$ cat src/rtl/acc_cpu_pkg.sv
package acc_cpu_pkg;

  localparam int OPC_W = 4;

  typedef enum logic [OPC_W-1:0] {
    OP_NOP  = 4'h0,
    OP_LOAD = 4'h1,
    OP_STOR = 4'h2,
    OP_ADD  = 4'h3,
    OP_SUB  = 4'h4,
    OP_IN   = 4'h5,
    OP_OUT  = 4'h6,
    OP_JMP  = 4'h7,
    OP_JNEG = 4'h8,
    OP_HALT = 4'h9,
    OP_CMP  = 4'hA,
    OP_JGT  = 4'hB,
    OP_JEQ  = 4'hC,
    OP_JLT  = 4'hD,
    OP_RSVE = 4'hE,
    OP_RSVF = 4'hF
  } opcode_e;

  typedef enum logic [2:0] {
    ST_FETCH  = 3'd0,
    ST_DECODE = 3'd1,
    ST_WAIT   = 3'd2,
    ST_EXEC   = 3'd3,
    ST_HALT   = 3'd4
  } cpu_state_e;

  // compare result bit positions inside the flag vector
  localparam int FLG_GT = 2;
  localparam int FLG_EQ = 1;
  localparam int FLG_LT = 0;

  function automatic logic reads_memory(input opcode_e op);
    return (op == OP_LOAD) || (op == OP_ADD) || (op == OP_SUB) || (op == OP_CMP);
  endfunction

endpackage

$ cat src/rtl/acc_cpu_ctrl.sv
module acc_cpu_ctrl
  import acc_cpu_pkg::*;
(
  input  logic       clk,
  input  logic       rst,
  input  opcode_e    dec_op,
  output cpu_state_e state
);

  cpu_state_e state_nx;

  always_comb begin
    state_nx = state;
    case (state)
      ST_FETCH:  state_nx = ST_DECODE;
      ST_DECODE: begin
        if (dec_op == OP_HALT)         state_nx = ST_HALT;
        else if (reads_memory(dec_op)) state_nx = ST_WAIT;
        else                           state_nx = ST_EXEC;
      end
      ST_WAIT:   state_nx = ST_EXEC;
      ST_EXEC:   state_nx = ST_FETCH;
      ST_HALT:   state_nx = ST_HALT;
      default:   state_nx = ST_FETCH;
    endcase
  end

  always_ff @(posedge clk) begin
    if (rst) state <= ST_FETCH;
    else     state <= state_nx;
  end

endmodule

$ cat src/rtl/acc_cpu_alu.sv
module acc_cpu_alu #(
  parameter int DATA_W = 16
) (
  input  logic [DATA_W-1:0] acc,
  input  logic [DATA_W-1:0] opnd,
  output logic [DATA_W-1:0] sum,
  output logic [DATA_W-1:0] diff,
  output logic [2:0]        cmp
);
  import acc_cpu_pkg::*;

  always_comb begin
    sum  = acc + opnd;
    diff = acc - opnd;
    cmp  = '0;
    if ($signed(acc) > $signed(opnd))      cmp[FLG_GT] = 1'b1;
    else if ($signed(acc) < $signed(opnd)) cmp[FLG_LT] = 1'b1;
    else                                   cmp[FLG_EQ] = 1'b1;
  end

endmodule

$ cat src/rtl/acc_cpu_branch.sv
module acc_cpu_branch
  import acc_cpu_pkg::*;
(
  input  opcode_e    op,
  input  logic       acc_neg,
  input  logic [2:0] flags,
  output logic       taken
);

  always_comb begin
    case (op)
      OP_JMP:  taken = 1'b1;
      OP_JNEG: taken = acc_neg;
      OP_JGT:  taken = flags[FLG_GT];
      OP_JEQ:  taken = flags[FLG_EQ];
      OP_JLT:  taken = flags[FLG_LT];
      default: taken = 1'b0;
    endcase
  end

endmodule

$ cat src/rtl/acc_cpu.sv
module acc_cpu
  import acc_cpu_pkg::*;
#(
  parameter int DATA_W = 16,
  parameter int PORT_W = 8,
  parameter int ADDR_W = DATA_W - OPC_W
) (
  input  logic              clk,
  input  logic              rst,
  output logic [ADDR_W-1:0] mem_addr,
  output logic [DATA_W-1:0] mem_wdata,
  output logic              mem_we,
  input  logic [DATA_W-1:0] mem_rdata,
  input  logic [PORT_W-1:0] in_data,
  output logic              in_strobe,
  output logic [PORT_W-1:0] out_data,
  output logic              out_strobe,
  output logic [ADDR_W-1:0] io_addr,
  output logic              halted
);

  localparam int EXT_W = DATA_W - PORT_W;

  cpu_state_e        state;
  logic [ADDR_W-1:0] pc;
  logic [DATA_W-1:0] acc;
  logic [DATA_W-1:0] ir;
  logic [2:0]        cmp_flags;

  opcode_e           fetch_op;
  logic [ADDR_W-1:0] fetch_arg;
  opcode_e           ir_op;
  logic [ADDR_W-1:0] ir_arg;

  logic [DATA_W-1:0] alu_sum;
  logic [DATA_W-1:0] alu_diff;
  logic [2:0]        alu_cmp;
  logic              jump_taken;

  assign fetch_op  = opcode_e'(mem_rdata[DATA_W-1 -: OPC_W]);
  assign fetch_arg = mem_rdata[ADDR_W-1:0];
  assign ir_op     = opcode_e'(ir[DATA_W-1 -: OPC_W]);
  assign ir_arg    = ir[ADDR_W-1:0];

  acc_cpu_ctrl u_ctrl (
    .clk    (clk),
    .rst    (rst),
    .dec_op (fetch_op),
    .state  (state)
  );

  acc_cpu_alu #(.DATA_W(DATA_W)) u_alu (
    .acc  (acc),
    .opnd (mem_rdata),
    .sum  (alu_sum),
    .diff (alu_diff),
    .cmp  (alu_cmp)
  );

  acc_cpu_branch u_branch (
    .op      (ir_op),
    .acc_neg (acc[DATA_W-1]),
    .flags   (cmp_flags),
    .taken   (jump_taken)
  );

  always_ff @(posedge clk) begin
    if (rst) begin
      pc         <= '0;
      acc        <= '0;
      ir         <= '0;
      cmp_flags  <= '0;
      mem_addr   <= '0;
      mem_wdata  <= '0;
      mem_we     <= 1'b0;
      in_strobe  <= 1'b0;
      out_strobe <= 1'b0;
      out_data   <= '0;
      io_addr    <= '0;
      halted     <= 1'b0;
    end else begin
      mem_we     <= 1'b0;
      in_strobe  <= 1'b0;
      out_strobe <= 1'b0;
      case (state)
        ST_DECODE: begin
          ir <= mem_rdata;
          pc <= pc + 1'b1;
          case (fetch_op)
            OP_LOAD, OP_ADD, OP_SUB, OP_CMP: mem_addr <= fetch_arg;
            OP_STOR: begin
              mem_addr  <= fetch_arg;
              mem_wdata <= acc;
              mem_we    <= 1'b1;
            end
            OP_IN: begin
              io_addr   <= fetch_arg;
              in_strobe <= 1'b1;
            end
            OP_OUT: begin
              io_addr    <= fetch_arg;
              out_data   <= acc[PORT_W-1:0];
              out_strobe <= 1'b1;
            end
            OP_HALT: halted <= 1'b1;
            default: ;
          endcase
        end
        ST_EXEC: begin
          case (ir_op)
            OP_LOAD: acc       <= mem_rdata;
            OP_ADD:  acc       <= alu_sum;
            OP_SUB:  acc       <= alu_diff;
            OP_IN:   acc       <= {{EXT_W{1'b0}}, in_data};
            OP_CMP:  cmp_flags <= alu_cmp;
            default: ;
          endcase
          if (jump_taken) begin
            pc       <= ir_arg;
            mem_addr <= ir_arg;
          end else begin
            mem_addr <= pc;
          end
        end
        default: ;
      endcase
    end
  end

endmodule

$ cat config.mk
export PLATFORM = sky130hd
export DESIGN_NAME = acc_cpu
export DESIGN_NICKNAME = d
export VERILOG_FILES = /design/src/rtl/acc_cpu_pkg.sv /design/src/rtl/acc_cpu_ctrl.sv /design/src/rtl/acc_cpu_alu.sv /design/src/rtl/acc_cpu_branch.sv /design/src/rtl/acc_cpu.sv
export SDC_FILE = /design/constraint.sdc
export NUM_CORES = 1
export LEC_CHECK = 0
export BUFFER_PORTS_ARGS = -buffer_cell sky130_fd_sc_hd__buf_2
export CORE_ASPECT_RATIO = 1.1
export CORE_MARGIN = 4
export CORE_UTILIZATION = 45
export DETAILED_ROUTE_END_ITERATION = 8
export PLACE_DENSITY = 0.64
export SLEW_MARGIN = 30
export SYNTH_ARGS = -nofsm -noshare
export SYNTH_HDL_FRONTEND = slang
export SYNTH_SLANG_ARGS = --single-unit
$ cat constraint.sdc
create_clock -name clk -period 6.9 [get_ports clk]
set_input_delay 0.69 -clock clk [delete_from_list [all_inputs] [get_ports clk]]
set_output_delay 0.69 -clock clk [all_outputs]
set_load 0.01 [all_outputs]
==> flow_summary_export.csv <==
group,metric,value,unit
outcome,run_status,"finished, final reports clean",
pwr,p_per_area,201,mW/mm^2
detailed_routing,first_pass_iters,5,
synthesis,yosys-top-cells-count,"128 x nand2_1, 102 x dfxtp_1, 96 x nor2_1",
synthesis,yosysMostFrequentCell,"nand2_1",
setup_path,worstPathMaxFanout,11,
synthesis,yosysTopAreaCell,"dfxtp_1",
synthesis,synth_nets,886,
sta,finalClockSkew,9.35,ps
synthesis,yosys_warnings,0,
hold_path,min_path_type,"reg2reg",
clock_network,clk_latency,360,ps
detailed_routing,num_vias,6157,
detailed_routing,drtAntennaViolNets,0,
synthesis,synth_top_cell_area_share,32.0,%
synthesis,synth_compound_area_share,26.4,%
pwr,p_leak,0.00289,uW
setup_path,critPathRequiredTime,7150,ps
clock_network,clk_pin_slew_worst_paths,70,ps
finish,fillers,1381,
synthesis,synthArstFlopShare,0,%
sta,min_period,2760,ps
clock_network,clockBufferDepth,2,
floorplan,fp-row-count,45,
synthesis,synthFlopType,"dfxtp_1",
placement,placed_area,0.00673,mm^2
sta,tns,0,ps
clock_network,htreeDepth,3,
finish,design_area,0.00704,mm^2
detailed_routing,drtIter0Drc,623,
sta,slew_violations,0,
pwr,p_sw_share,30.0,%
job,drv_cap,0,
pwr,netSwitchingPower,425,uW
finish,syn_to_final_growth,10.3,%
placement,dp_hpwl,13400,um
clock_network,cts_root_buf,"clkbuf_16",
setup_path,cp-end-kind,"register",
synthesis,synth_top_family_by_area,"compound AO/OA/AOI/OAI gates",
setup_path,critPathLaunch,"mem_rdata[2]",
setup_path,rr_startpoint,"u_ctrl.state[1]$_SDFF_PP0_",
finish,drive_gt1_share,14.5,%
synthesis,synthSimpleGateAreaFrac,22.7,%
pwr,p_int,993,uW
detailed_routing,via_per_inst,5.84,
clock_network,cts_tree,"done",
pwr,clkPwrFrac,38.0,%
clock_network,cts.sinks,102,
synthesis,netlist_area,0.00638,mm^2
detailed_routing,drc,0,
sta,setup_violations,0,
sta,worst_pin_slew,852,ps
global_routing,grt_max_degree,80,
global_routing,grt_overflow,0,
floorplan,io_pins,78,
clock_network,numCtsBuffers,9,
synthesis,synth.avg_cell_area,7.73,um^2
sta,relSlewSlack,43.0,%
floorplan,fp.dieW,122,um
synthesis,synthXorXnorAreaFrac,0.824,%
setup_path,critPathLaunchType,"input pin",
global_routing,grt_pass1_wl,30500,um
setup_path,crit_arrival,3010,ps
synthesis,ys_ff_latch,102,
detailed_routing,wl,19000,um
synthesis,synthCells,825,
setup_path,rrSetupSlack,4200,ps
clock_network,post_cts_resized,0,
sta,fin_crit_sh,40.0,%
synthesis,synthMuxAreaShare,3.39,%
clock_network,hold_buffers,0,
floorplan,coreArea,0.0139,mm^2
synthesis,ys_types,76,
finish,fin_nets,922,
global_routing,grt.total_usage,23.4,%
sta,rsz0062_at_grt,"no",
setup_path,crit_type,"in2reg",
detailed_routing,wl_per_cell,18.0,um
floorplan,die-area,0.0161,mm^2
sta,hold_violations,0,
placement,io_buffer_count,77,
setup_path,rr_worst_depth,7,
finish,n_antenna_cell,0,
setup_path,crit_end,"acc[13]$_SDFFE_PP0P_",
synthesis,synth_edf_count,0,
sta,clock.fmax,362,MHz
synthesis,ys_seq_area_share,32.0,%
global_routing,grt_pass1_vias,5790,
synthesis,synth_area_leaders,"dfxtp_1 32%, nand2_1 7.5%, a21oi_1 6.7%",
pwr,pwr-share-comb,17.2,%
clock_network,cts_setup_buffers,0,
pwr,p_seq_share,44.8,%
pwr,irDropWorstVdd,0.0943,mV
floorplan,initial_utilization,46.1,%
synthesis,synthAdderAreaFrac,7.10,%
global_routing,antenna_found_initial,0,
floorplan,die_height,133,um
placement,place_congestion,0.946,
setup_path,r2r_end,"io_addr[1]$_SDFFE_PP0P_",
layout make-up:
class / instances / area (um^2) / area share, %
sequential: 102 / 2040 / 29.0
tap: 188 / 235 / 3.34
multi-input combinational: 629 / 3870 / 55.0
timing repair buffer: 87 / 463 / 6.58
clock inverter: 6 / 68.8 / 0.978
inverter: 32 / 120 / 1.71
clock buffer: 10 / 239 / 3.40
worst min path at each step:
stage	slack, ps	from	cells past startpoint	endpoint
after floorplan	440	ir[10]$_SDFFE_PP0P_	2	ir[10]$_SDFFE_PP0P_
after global routing	480	out_data[0]$_SDFFE_PP0P_	2	out_data[0]$_SDFFE_PP0P_
after CTS	460	out_data[0]$_SDFFE_PP0P_	2	out_data[0]$_SDFFE_PP0P_
final	450	mem_wdata[0]$_SDFFE_PP0P_	2	mem_wdata[0]$_SDFFE_PP0P_
after detailed placement	450	out_data[0]$_SDFFE_PP0P_	2	out_data[0]$_SDFFE_PP0P_
after global placement	440	out_data[4]$_SDFFE_PP0P_	2	out_data[4]$_SDFFE_PP0P_
power groups by stage:
stage	sequential (uW)	clock (uW)	combinational, uW
2_1_floorplan	644	0	179
5_1_grt	639	567	271
6_report	635	538	244
3_3_place_gp	648	0	241
4_1_cts	635	547	242
3_5_place_dp	649	0	241
flip-flops by register name, summed over array words and instances (netlist names):
signal,cells
in_strobe,1
mem_addr,12
io_addr,12
pc,12
cmp_flags,3
mem_wdata,16
out_strobe,1
acc,16
ir,16
out_data,8
halted,1
u_ctrl.state,3
mem_we,1
cell families (layout without fill, tap and decap cells):
family / count (synthesis) / in the layout
compound gates: 248 / 248
mux: 21 / 21
simple gates: 319 / 319
flops: 102 / 102
fa+ha+maj: 35 / 35
buf+inv: 94 / 135
xor+xnor: 6 / 6
routing by layer:
| metal | share of wire, % | global-route usage (%) | vias to the layer above |
|---|---|---|---|
| li1 | - | - | 3029 |
| met1 | 46 | 32.2 | 2899 |
| met2 | 47 | 38.1 | 208 |
| met3 | 6.0 | 3.51 | 21 |
| met4 | 1.5 | 6.10 | 0 |
| met5 | 0 | 0 | - |
stage by stage:
stage	util [%]	worst slack (ps)	power, uW	instances	hold slack [ps]
after floorplan	-	4190	823	825	436
after global placement	48.5	3850	889	1038	444
after detailed placement	48.6	3800	890	1038	445
after CTS	50.8	4180	1420	1054	455
after global routing	50.8	3940	1480	1054	478
final	50.8	4140	1420	1054	452
worst max-delay path: stages:
cell and delay (ps):
buf_2 140, inv_1 80, ha_1 420, a21oi_1 210, a21oi_1 130, a2111oi_4 410, o21a_2 240, a21oi_2 60
mux2_4 310, a311o_1 300
cells in the final DEF (no fill, tap or decap), drive strengths merged, types with 6 or more instances in the layout:
cell      n
inv      34
nand4     9
a22oi     9
a221oi    7
and3      7
nor3     17
nand3    14
o221ai    7
nor2b     7
nand2b    6
nor2     97
buf      87
o31ai     7
nand2   128
a21o      7
a31oi    18
o21ai    25
a21oi    88
dfxtp   102
a211oi   24
clkbuf   10
mux2i    19
xnor2     6
a311oi   11
ha       33
No activity file was read; power rests on OpenSTA's default activity.
